[src/rtl/fpx_pkg.sv]
package fpx_pkg;
    localparam int CW_W    = 16;
    localparam int SW_W    = 16;
    localparam int EXC_N   = 6;
    localparam int PRE_N   = 3;
    localparam int POST_N  = EXC_N - PRE_N;
    localparam int RC_W    = 2;
    localparam int RC_LSB  = 10;
    localparam int SUM_BIT = 7;
    localparam int C0_BIT  = 8;
    localparam int C1_BIT  = 9;
    localparam int C2_BIT  = 10;
    localparam int C3_BIT  = 14;
    localparam logic [CW_W-1:0] CW_INIT = 16'h037F;

    typedef enum logic [1:0] {
        CMP_GT = 2'b00,
        CMP_LT = 2'b01,
        CMP_EQ = 2'b10,
        CMP_UN = 2'b11
    } cmp_res_e;

    typedef struct packed {
        logic c3;
        logic c2;
        logic c1;
        logic c0;
    } cond_t;
endpackage

[src/rtl/fpx_ctl_reg.sv]
module fpx_ctl_reg
    import fpx_pkg::*;
(
    input  logic            clk,
    input  logic            rst_n,
    input  logic            init_i,
    input  logic            wr_i,
    input  logic [CW_W-1:0] wdata_i,
    output logic [CW_W-1:0] cw_o
);
    typedef struct packed {
        logic [CW_W-1:0] cw;
    } ctl_st_t;

    ctl_st_t st_d, st_q;

    always_comb begin
        st_d = st_q;
        if (init_i) begin
            st_d.cw = CW_INIT;
        end else if (wr_i) begin
            st_d.cw = wdata_i;
        end
    end

    always_ff @(posedge clk or negedge rst_n) begin
        if (!rst_n) begin
            st_q.cw <= CW_INIT;
        end else begin
            st_q <= st_d;
        end
    end

    assign cw_o = st_q.cw;
endmodule

[src/rtl/fpx_flag_unit.sv]
module fpx_flag_unit
    import fpx_pkg::*;
(
    input  logic              clk,
    input  logic              rst_n,
    input  logic              clr_i,
    input  logic              op_valid_i,
    input  logic [PRE_N-1:0]  pre_exc_i,
    input  logic [POST_N-1:0] post_exc_i,
    input  logic [EXC_N-1:0]  mask_i,
    output logic [EXC_N-1:0]  flags_o,
    output logic              summary_o
);
    typedef struct packed {
        logic [EXC_N-1:0] flags;
    } flag_st_t;

    flag_st_t st_d, st_q;

    logic              pre_fault;
    logic [POST_N-1:0] post_kept;
    logic [EXC_N-1:0]  raised;
    logic [EXC_N-1:0]  unmasked;

    always_comb begin
        pre_fault = |(pre_exc_i & ~mask_i[PRE_N-1:0]);
        post_kept = pre_fault ? '0 : post_exc_i;
        raised    = op_valid_i ? {post_kept, pre_exc_i} : '0;
        st_d      = st_q;
        if (clr_i) begin
            st_d.flags = '0;
        end else begin
            st_d.flags = st_q.flags | raised;
        end
    end

    always_ff @(posedge clk or negedge rst_n) begin
        if (!rst_n) begin
            st_q.flags <= '0;
        end else begin
            st_q <= st_d;
        end
    end

    for (genvar k = 0; k < EXC_N; k++) begin : g_unmasked
        assign unmasked[k] = st_q.flags[k] & ~mask_i[k];
    end

    assign flags_o   = st_q.flags;
    assign summary_o = |unmasked;
endmodule

[src/rtl/fpx_cond_unit.sv]
module fpx_cond_unit
    import fpx_pkg::*;
(
    input  logic     clk,
    input  logic     rst_n,
    input  logic     cmp_valid_i,
    input  cmp_res_e cmp_res_i,
    output cond_t    cond_o
);
    typedef struct packed {
        cond_t cc;
    } cond_st_t;

    cond_st_t st_d, st_q;

    always_comb begin
        st_d = st_q;
        if (cmp_valid_i) begin
            st_d.cc = '0;
            unique case (cmp_res_i)
                CMP_GT: st_d.cc = '0;
                CMP_LT: st_d.cc.c0 = 1'b1;
                CMP_EQ: st_d.cc.c3 = 1'b1;
                CMP_UN: begin
                    st_d.cc.c3 = 1'b1;
                    st_d.cc.c2 = 1'b1;
                    st_d.cc.c0 = 1'b1;
                end
                default: st_d.cc = '0;
            endcase
        end
    end

    always_ff @(posedge clk or negedge rst_n) begin
        if (!rst_n) begin
            st_q.cc <= '0;
        end else begin
            st_q <= st_d;
        end
    end

    assign cond_o = st_q.cc;
endmodule

[src/rtl/fpx_ctrl.sv]
module fpx_ctrl
    import fpx_pkg::*;
(
    input  logic              clk,
    input  logic              rst_n,
    input  logic              init_i,
    input  logic              cw_wr_i,
    input  logic [CW_W-1:0]   cw_wdata_i,
    input  logic              clr_i,
    input  logic              op_valid_i,
    input  logic [PRE_N-1:0]  pre_exc_i,
    input  logic [POST_N-1:0] post_exc_i,
    input  logic              cmp_valid_i,
    input  logic [1:0]        cmp_res_i,
    output logic [CW_W-1:0]   cw_o,
    output logic [SW_W-1:0]   sw_o,
    output logic [RC_W-1:0]   rc_o,
    output logic              trap_o,
    output logic              cf_o,
    output logic              pf_o,
    output logic              zf_o
);
    logic [CW_W-1:0]  cw;
    logic [EXC_N-1:0] flags;
    logic             summary;
    cond_t            cond;

    fpx_ctl_reg u_ctl (
        .clk     (clk),
        .rst_n   (rst_n),
        .init_i  (init_i),
        .wr_i    (cw_wr_i),
        .wdata_i (cw_wdata_i),
        .cw_o    (cw)
    );

    fpx_flag_unit u_flags (
        .clk        (clk),
        .rst_n      (rst_n),
        .clr_i      (clr_i),
        .op_valid_i (op_valid_i),
        .pre_exc_i  (pre_exc_i),
        .post_exc_i (post_exc_i),
        .mask_i     (cw[EXC_N-1:0]),
        .flags_o    (flags),
        .summary_o  (summary)
    );

    fpx_cond_unit u_cond (
        .clk         (clk),
        .rst_n       (rst_n),
        .cmp_valid_i (cmp_valid_i),
        .cmp_res_i   (cmp_res_e'(cmp_res_i)),
        .cond_o      (cond)
    );

    always_comb begin
        sw_o               = '0;
        sw_o[EXC_N-1:0]    = flags;
        sw_o[SUM_BIT]      = summary;
        sw_o[C0_BIT]       = cond.c0;
        sw_o[C1_BIT]       = cond.c1;
        sw_o[C2_BIT]       = cond.c2;
        sw_o[C3_BIT]       = cond.c3;
    end

    assign cw_o   = cw;
    assign rc_o   = cw[RC_LSB +: RC_W];
    assign trap_o = summary;
    assign cf_o   = cond.c0;
    assign pf_o   = cond.c2;
    assign zf_o   = cond.c3;
endmodule

[config.mk]
export PLATFORM = sky130hd
export DESIGN_NAME = fpx_ctrl
export DESIGN_NICKNAME = d
export VERILOG_FILES = /design/src/rtl/fpx_pkg.sv /design/src/rtl/fpx_ctl_reg.sv /design/src/rtl/fpx_flag_unit.sv /design/src/rtl/fpx_cond_unit.sv /design/src/rtl/fpx_ctrl.sv
export SDC_FILE = /design/constraint.sdc
export NUM_CORES = 1
export LEC_CHECK = 0
export BUFFER_PORTS_ARGS = -buffer_cell sky130_fd_sc_hd__buf_2
export CAP_MARGIN = 20
export CORE_UTILIZATION = 46
export DETAILED_ROUTE_END_ITERATION = 16
export GPL_TIMING_DRIVEN = 0
export PLACE_DENSITY = 0.84
export SLEW_MARGIN = 30
export SYNTH_ARGS = -nofsm -noshare
export SYNTH_HDL_FRONTEND = slang
export SYNTH_SLANG_ARGS = --single-unit
[constraint.sdc]
create_clock -name clk -period 4.46 [get_ports clk]
set_input_delay 1.338 -clock clk [delete_from_list [all_inputs] [get_ports clk]]
set_output_delay 1.338 -clock clk [all_outputs]
set_load 0.03 [all_outputs]
# Word level (Yosys, flattened, before mapping)
# Cells that the tools add are included.
# totals
word_cells	36
ff_bits	25
# op_classes
reduce_logical	5
n_eq_ne	3
n_bitwise	15
muxes	8
# op_table
operator	count
16-bit 2-to-1 mux	2
6-bit 2-to-1 mux	2
1-bit bitwise AND	6
1-bit NOT	6
6-bit OR	1
6-bit OR reduction	1
2-bit equality test (second input constant)	2
2-bit OR reduction	2
3-bit bitwise AND	1
1-bit 2-to-1 mux	3
3-bit 2-to-1 mux	1
3-bit NOT	1
3-bit OR reduction	1
2-bit by 1-bit equality test with 1-bit output (second input constant)	1
2-bit nonzero test	1

# Logic depth before layout (Yosys ltp)
# Gate-level depths: netlist of run 1.
# logic_depth
depth_word	7
depth_mapped	4
ltp_nobuf	3

# Cells and area by module
# Synthesis of run 1 repeated with hierarchy kept, for this count alone.
# hier_totals
hier_cells	107
hier_area_um2	1194.9
# by_module_without_submodules
mod	area_per_inst_um2	n_inst	cells_per_inst
fpx_ctl_reg	689.4	1	52
fpx_flag_unit	296.5	1	33
fpx_cond_unit	122.6	1	10
fpx_ctrl	86.3	1	12

# Least setup slack after synthesis of run 1
# Ideal clock, no wire load.
# synth_timing
kind	register to output
startpoint	register u_ctl.cw_o[3] (netlist name)
endpoint	output sw_o[7]
stages_incl_launch_ff	4
arrival_ns	1.462
required_ns	3.122
path_slack_ns	1.660
cell_sequence	dfstp_2 -> o22ai_1 -> or3_1 -> buf_4
# synth_via
elab_chain_cells	3
# synth_lines
element	line_no	rtl
1-bit NOT	fpx_flag_unit.sv:46	assign unmasked[k] = st_q.flags[k] & ~mask_i[k];
1-bit bitwise AND	fpx_flag_unit.sv:46	
6-bit OR reduction	fpx_flag_unit.sv:50	assign summary_o = |unmasked;
to (decl)	fpx_ctrl.sv:16	output logic [SW_W-1:0] sw_o,
# No other way between the ends.

# Worst setup path after layout of run 1
# layout_timing
startpoint	register u_ctl.cw_o[0] (netlist name)
endpoint	output sw_o[7]
# layout_via
elab_chain_cells	3
# layout_lines
element	line_no
1-bit NOT	fpx_flag_unit.sv:46
1-bit bitwise AND	fpx_flag_unit.sv:46
6-bit OR reduction	fpx_flag_unit.sv:50
# No other way between the ends.

==> results of run 1 <==
[worst max path at each step]
stage	to	slack, ns	depth (start not counted)
after floorplan	sw_o[7]	1.66	3
after global placement	sw_o[7]	1.85	4
after detailed placement	sw_o[7]	1.84	4
after CTS	sw_o[7]	1.47	4
after global routing	sw_o[7]	1.43	4
final	sw_o[7]	1.48	4
[layout make-up]
cell class,count,area [µm²]
Multi-Input combinational cell,61,402.9
Tap cell,30,37.54
Timing Repair Buffer,60,300.3
Fill cell,211,887.1
Inverter,8,30.03
Sequential cell,25,636.9
Buffer,17,133.9
Clock buffer,4,26.28
[sequential cells by signal, indices dropped and copies added, names as in the netlist]
signal,count
u_ctl.cw_o,16
u_flags.flags_o,6
u_cond.cond_o,3
[metrics by stage]
| step | instances | worst slack [ns] | cell area [µm²] |
|---|---|---|---|
| 2_1_floorplan | 111 | 1.660 | 1204 |
| 3_3_place_gp | 201 | 1.846 | 1541 |
| 3_5_place_dp | 201 | 1.836 | 1541 |
| 4_1_cts | 205 | 1.470 | 1568 |
| 5_1_grt | 205 | 1.426 | 1568 |
| 6_report | 205 | 1.485 | 1568 |
[cell usage in the layout, fill, tap and decap left out, types with 2 or more instances in the layout]
cell and count:
buf_2 61, nor2_1 10, mux2_2 2, and2b_1 5, dfrtp_1 16, clkbuf_4 3
nor2b_1 4, mux2i_1 7, a211o_1 9, nand2b_1 5, inv_1 8, dfstp_2 9
o22ai_1 6, clkbuf_1 3, buf_4 12, conb_1 6, a21oi_1 3
[worst reg2reg max path: stages, from the launching register on]
cell and delay [ns]:
dfstp_2 0.57, nand2b_1 0.12, o2111ai_1 0.18, o22ai_1 0.17
[synthesized netlist by cell type]
cell type	instances
buf_12	1
nor2b_1	4
o22ai_1	6
and2b_1	5
buf_6	1
nand2b_1	5
inv_1	8
a21oi_1	3
nand3_1	1
conb_1	1
a211o_1	9
buf_4	12
nor2_1	10
or3_1	1
mux2_2	2
dfstp_2	9
clkbuf_1	2
o2111ai_1	1
mux2i_1	7
dfrtp_1	16
o21ai_0	1
buf_2	1
[report_power, final]
group / switching (mW) / leakage, nW / internal, mW
Clock: 0.0633 / 0.0150 / 0.0348
Combinational: 0.0892 / 0.537 / 0.0540
Sequential: 0.0101 / 0.303 / 0.247
Total: 0.163 / 0.855 / 0.335
[routing by layer]
metal / part of all wire / vias up
met5: 0 / -
met4: 0 / 0
met3: 0.071 / 0
met2: 0.50 / 53
met1: 0.43 / 446
li1: - / 474
[logic make-up after synthesis]
group / Yosys count / synth area share
simple gates: 26 / 0.1204
flops: 25 / 0.5375
buf+inv: 25 / 0.1383
mux: 9 / 0.07814
compound gates: 20 / 0.1225
other cells: 1 / 0.003165
==> results by group, run 1 <==
Critical path
  – Reg-to-reg endpoint: u_flags.flags_o[4]$_DFF_PN0_
  – CP bufs+invs: 2
  – Cell family with most CP delay: flip-flops
  – Worst r2r path cells: 3
  – Worst EP required: 3.12 ns
  – Sequence of cells on the critical path: o22ai_1 -> or3_1 -> buf_4 -> buf_2
  – Slowest CP cell: dfstp_2
  – FF-to-FF Start: u_ctl.cw_o[2]$_DFFE_PN1P_
  – Launch point of the worst path: u_ctl.cw_o[0]$_DFFE_PN1P_
  – CP arrival: 1.64 ns
  – Crit-path max cell delay: 0.57 ns
  – Type of the worst setup path: reg2out
  – R2R Setup Slk: 3.35 ns
  – Critical path startpoint category: register
  – Crit-path max FO: 4
  – Setup crit end kind: output port

STA
  – Final worst path period need: 2.975 ns
  – Period Utilization, post-route: 0.6671
  – Clock Skew: 0.004669 ns
  – Worst slew pin tran: 0.5485 ns
  – Sum of negative setup slack: 0 ns
  – Hold WS: 0.5389 ns
  – Final count of pins violating max slew: 0
  – Hold Fails Final Rpt: 0
  – RSZ-0062 raised after global routing: false
  – F_max: ~340 MHz
  – Max-slew headroom: 0.6343
  – Final-report setup violation count: 0

GRT
  – Antenna violations before repair: 0
  – First-pass GRT wire length: 3.774 mm
  – Largest net degree at the start of global routing: 26
  – Met2 Usage GRT: 0.3354
  – Gr ovfl total: 0
  – Met3 Use GR: 0.03188
  – Gr usage total: 0.1881
  – Met1 usage: 0.2302
  – Vias in the first global route: 887
  – GRT busiest layer: met2

Drt
  – Post-DRT Antenna Nets: 0
  – Vias per cell: 4.746
  – WL final: 2.453 mm
  – Iter 0 DRT Violations: 8
  – Via count: 973
  – WL/cell: 11.97 µm
  – Drt first pass iters: 4
  – Drt drc: 0

Job
  – Max-cap violations: 0

Die
  – Rows: 18
  – Die height: between 50 and 60 µm
  – Die Span X: 52.75 µm
  – Initial Util: 0.4827
  – Core area: 0.002455 mm²
  – Ports: between 60 and 70
  – Die ar.: between 0.002 and 0.003 mm²

Pwr
  – Power Total: 0.4980 mW
  – Pwr per Cell Area: 317.6 mW/mm²
  – P_leak: 0.8555 nW
  – Peak supply drop: 234.7 µV

CTS
  – Clock transition at the registers of the reported paths: 0.13 ns
  – Cts bufs inserted: 3
  – PostCTS Resize Cnt: 0
  – Post-cts hold buffer count: 0
  – Clock buffer depth: 2
  – CTS sink count: 25
  – H-tree levels: 1
  – CTS Root Cell: clkbuf_4
  – Clock Latency Late Sink: 0.31 ns
  – Post-CTS Setup Repair Bufs: 0
  – CTS tree: yes

Synthesis
  – Post-synthesis cell area: 0.001185 mm²
  – Area contributors post-synth: dfrtp_1 34%, dfstp_2 20%, buf_4 7.6%
  – Cell type with the largest total area after synthesis: dfrtp_1
  – Yosys Warn Count: 0
  – Number of synthesized register bits: 25
  – Seq/Total Area, Yosys: 0.5375
  – Yosys cell types: 22
  – Syn Area/Cell: around 11 µm²
  – Share of the synthesized area in the top cell type: 0.3379
  – Cells after Synth: around 110

Final layout
  – Nets: 207
  – Diode count: 0
  – Share of cells above drive strength 1: 0.5086
  – Layout Area Growth over Synthesis: 32.31%
  – Final core area utilization: 0.6386

Worst hold path
  – Hold Startpoint: u_ctl.cw_o[15]$_DFFE_PN0P_
  – Hold crit path type: reg2reg
  – Worst hold path depth: 2
  – Hold EP: u_ctl.cw_o[15]$_DFFE_PN0P_

Place
  – HPWL Detailed: 1.939 mm
  – GPL Wtd Cong: 0.7099
  – IO Port Bufs: 60

Outcome
  – Status: finished clean
(Power assumes the default switching activity.)
==> run 2: changes to the inputs <==
--- a/config.mk
+++ b/config.mk
@@ -5,12 +5,13 @@
 export SDC_FILE = /design/constraint.sdc
 export NUM_CORES = 1
 export LEC_CHECK = 0
+export ABC_AREA = 1
 export BUFFER_PORTS_ARGS = -buffer_cell sky130_fd_sc_hd__buf_2
 export CAP_MARGIN = 20
-export CORE_UTILIZATION = 46
+export CORE_UTILIZATION = 37
 export DETAILED_ROUTE_END_ITERATION = 16
 export GPL_TIMING_DRIVEN = 0
-export PLACE_DENSITY = 0.84
+export PLACE_DENSITY = 0.74
 export SLEW_MARGIN = 30
 export SYNTH_ARGS = -nofsm -noshare
 export SYNTH_HDL_FRONTEND = slang
==> constraint.sdc (replaced) <==
create_clock -name clk -period 2.65 [get_ports clk]
set_input_delay 0.795 -clock clk [delete_from_list [all_inputs] [get_ports clk]]
set_output_delay 0.795 -clock clk [all_outputs]
set_load 0.03 [all_outputs]
==> run 2 against run 1 <==
  * Global-route usage fell by 3.3 points
  * First-iteration DRC count is 13% higher
  * Clock power increased by 74%
  * Non-clock buffer count shrank 2
  * Synthesized cell count is 0.94% higher
  * Critical path type unchanged
  * Critical endpoint unchanged
  * Highest routed layer is now met4
==> results by group, run 2 <==
Outcome
  – Status: finished clean

CTS
  – Clock buffer depth: 2 (unchanged)
  – Clock transition at the registers of the reported paths: 0.14 ns (about the same)
  – CTS tree: yes
  – Clock Latency Late Sink: 0.32 ns (about the same)
  – Cts bufs inserted: 3 (unchanged)
  – Post-cts hold buffer count: 0 (unchanged)
  – Post-CTS Setup Repair Bufs: 0 (unchanged)
  – CTS Root Cell: clkbuf_4
  – CTS sink count: 25 (unchanged)
  – PostCTS Resize Cnt: 0 (unchanged)
  – H-tree levels: 1 (unchanged)

Final layout
  – Most common cell after layout, fill and taps aside: buf_2
  – Diode count: 0 (unchanged)
  – Commonest cells after routing, fill and taps aside: 62 x buf_2, 16 x dfrtp_1, 14 x inv_1, 12 x buf_4, 11 x nand2_1
  – Nets: 210 (+1.4%)
  – FF+latch area: 636.9 µm² (unchanged)
  – Largest register FFs: 16 (unchanged)
  – Layout Area Growth over Synthesis: 36.05%
  – Fin cells: 209 (+2.0%)
  – FILL cells: 263 (+25%)
  – Share of cells above drive strength 1: 0.5225 (+0.01390)
  – Multi-input gate area: 317.8 µm² (-21%)
  – Final core area utilization: 0.5398 (-0.09882)

Critical path
  – Setup crit end kind: output port
  – Crit path top cell by count: nand2_1
  – R2R Setup Slk: 1.59 ns (-1.76 ns)
  – CP arrival: 1.51 ns (-0.13 ns)
  – Critical path startpoint category: register
  – Sequence of cells on the critical path: inv_1 -> nand2_1 -> o21ai_0 -> nor2_1 -> nand2_1 -> buf_4 -> buf_2
  – Reg-to-reg endpoint: u_flags.flags_o[3]$_DFF_PN0_
  – Type of the worst setup path: reg2out
  – Worst r2r path cells: 4 (+1)
  – Worst EP required: 1.86 ns (-1.26 ns)
  – Slowest CP cell: dfstp_2
  – Crit-path max cell delay: 0.55 ns (-0.02 ns)
  – Crit-path max FO: 3 (-1)
  – FF-to-FF Start: u_ctl.cw_o[0]$_DFFE_PN1P_

STA
  – Max-slew headroom: 0.6360 (+0.001693)
  – Sum of negative setup slack: 0 ns (unchanged)
  – RSZ-0062 raised after global routing: false
  – Final count of pins violating max slew: 0 (unchanged)
  – Clock Skew: 0.006405 ns (+0.001736 ns)
  – Final-report setup violation count: 0 (unchanged)
  – Period Utilization, post-route: 0.8698
  – Final worst path period need: 2.305 ns
  – Worst slew pin tran: 0.5460 ns (-0.002540 ns)
  – Hold Fails Final Rpt: 0 (unchanged)
  – F_max: 433.8 MHz

Synthesis
  – Yosys Warn Count: 0 (unchanged)
  – Post-synth EDFFs: 0 (unchanged)
  – Top cells by count, synth: 16 x dfrtp_1, 14 x inv_1, 12 x buf_4
  – Main synth FF type: dfrtp_1
  – Post-synthesis cell area: 0.001104 mm² (-6.9%)
  – Top-count cell post-synth: dfrtp_1
  – Seq/Total Area, Yosys: 0.5771 (+0.03961)
  – Syn Area/Cell: 10.31 µm² (-7.7%)
  – Number of synthesized register bits: 25 (unchanged)
  – Asr flop ratio synth: 1.000 (unchanged)
  – Area contributors post-synth: dfrtp_1 36%, dfstp_2 21%, buf_4 8.2%
  – Yosys cell types: 18 (-18%)
  – Cells after Synth: 107 (+0.94%)
  – Cell type with the largest total area after synthesis: dfrtp_1
  – Share of the synthesized area in the top cell type: 0.3628 (+0.02490)

Drt
  – Iter 0 DRT Violations: 9 (+1)
  – Met1 WL: 969 µm (-8.2%)
  – Via count: 976 (+0.31%)
  – Vias per cell: 4.670 (-1.6%)
  – Drt drc: 0 (unchanged)
  – WL/cell: 11.34 µm (-5.2%)
  – Top layer in use: met4
  – Met2 wire length: 1.111 mm (-9.2%)
  – Post-DRT Antenna Nets: 0 (unchanged)
  – WL final: 2.370 mm (-3.4%)
  – DR WL met3: 233 µm (+34%)
  – Drt first pass iters: 4 (unchanged)

Pwr
  – P_leak: 0.8391 nW (-1.9%)
  – Pwr per Cell Area: 539.2 mW/mm² (+70%)
  – Peak supply drop: 368.0 µV (+57%)

GRT
  – Vias in the first global route: 920 (+3.7%)
  – First-pass GRT wire length: 3.808 mm (+0.90%)
  – Antenna violations before repair: 0 (unchanged)
  – Gr usage total: 0.1553 (-0.03280)
  – Largest net degree at the start of global routing: 26 (unchanged)
  – Gr ovfl total: 0 (unchanged)

Place
  – GPL Wtd Cong: 0.7749 (+9.2%)
  – IO Port Bufs: 62 (+3.3%)
  – Number of placed cells counting well taps: 205 (+2.0%)
  – HPWL Detailed: 1.941 mm (+0.13%)

Job
  – Max-cap violations: 0 (unchanged)

Die
  – Core area: 0.002781 mm² (+13%)
  – Die height: 56.62 µm (+7.3%)
  – Initial Util: 0.3968 (-0.08591)
  – Die Span X: 56.62 µm (+7.3%)
  – Rows: 19 (+1)
  – Die ar.: 0.003205 mm² (+15%)
  – Ports: 69 (unchanged)

Worst hold path
  – Hold crit path type: in2async
-- run 2: area by class of cell --
type,count,area share
Sequential cell,25,0.4242
Multi-Input combinational cell,57,0.2117
Timing Repair Buffer,62,0.2067
Buffer,13,0.06750
Inverter,17,0.04417
Tap cell,31,0.02583
Clock buffer,3,0.01500
Clock inverter,1,0.005000
-- run 2: stage by stage --
step,instance area [µm²],setup WS (ns),power [mW],hold WS [ns]
after floorplan,1122,0.5054,0.5710,0.4994
after global placement,1471,0.7016,0.6418,0.4917
after detailed placement,1471,0.7047,0.6472,0.4962
after CTS,1501,0.3209,0.8234,0.4424
after global routing,1501,0.2366,0.8509,0.4477
final,1501,0.3450,0.8096,0.4428
-- run 2: how the worst max path moves through the flow --
stage / from / end / slack (ns) / depth (start not counted)
2_1_floorplan: u_ctl.cw_o[1]$_DFFE_PN1P_ / sw_o[7] / 0.51 / 6
3_3_place_gp: u_ctl.cw_o[1]$_DFFE_PN1P_ / sw_o[7] / 0.70 / 7
3_5_place_dp: u_ctl.cw_o[1]$_DFFE_PN1P_ / sw_o[7] / 0.70 / 7
4_1_cts: u_ctl.cw_o[1]$_DFFE_PN1P_ / sw_o[7] / 0.32 / 7
5_1_grt: u_ctl.cw_o[1]$_DFFE_PN1P_ / sw_o[7] / 0.24 / 7
6_report: u_ctl.cw_o[1]$_DFFE_PN1P_ / sw_o[7] / 0.34 / 7
-- run 2: cell families (layout without fill, tap and decap cells) --
| group | count (synthesis) | in the layout | synth area share |
|---|---|---|---|
| AOI/OAI and AO/OA | 28 | 28 | 0.1735 |
| buffers and inverters | 30 | 96 | 0.1519 |
| DFF | 25 | 25 | 0.5771 |
| other | 1 | 6 | 0.003398 |
| and+or+nand+nor | 23 | 23 | 0.09411 |
-- run 2: per-layer routing --
metal,GRT usage,up-vias
met4,0.09059,0
li1,-,480
met2,0.2370,46
met3,0.04839,7
met1,0.1928,443
met5,0,-
-- run 2: critical path, delay by kind of cell (launching register included) --
| kind | cells | cell delay, ns |
|---|---|---|
| flip-flops | 1 | 0.55 |
| AO/OA/AOI/OAI | 1 | 0.07 |
| AND/OR/NAND/NOR | 3 | 0.22 |
| buffers and inverters | 3 | 0.34 |
-- run 2: power breakdown --
| group | total (mW) | internal [mW] | leakage, nW | switching, mW |
|---|---|---|---|---|
| Clock | 0.171 | 0.0577 | 0.0139 | 0.113 |
| Sequential | 0.427 | 0.411 | 0.303 | 0.0150 |
| Combinational | 0.212 | 0.0738 | 0.522 | 0.139 |
| Total | 0.810 | 0.543 | 0.839 | 0.267 |
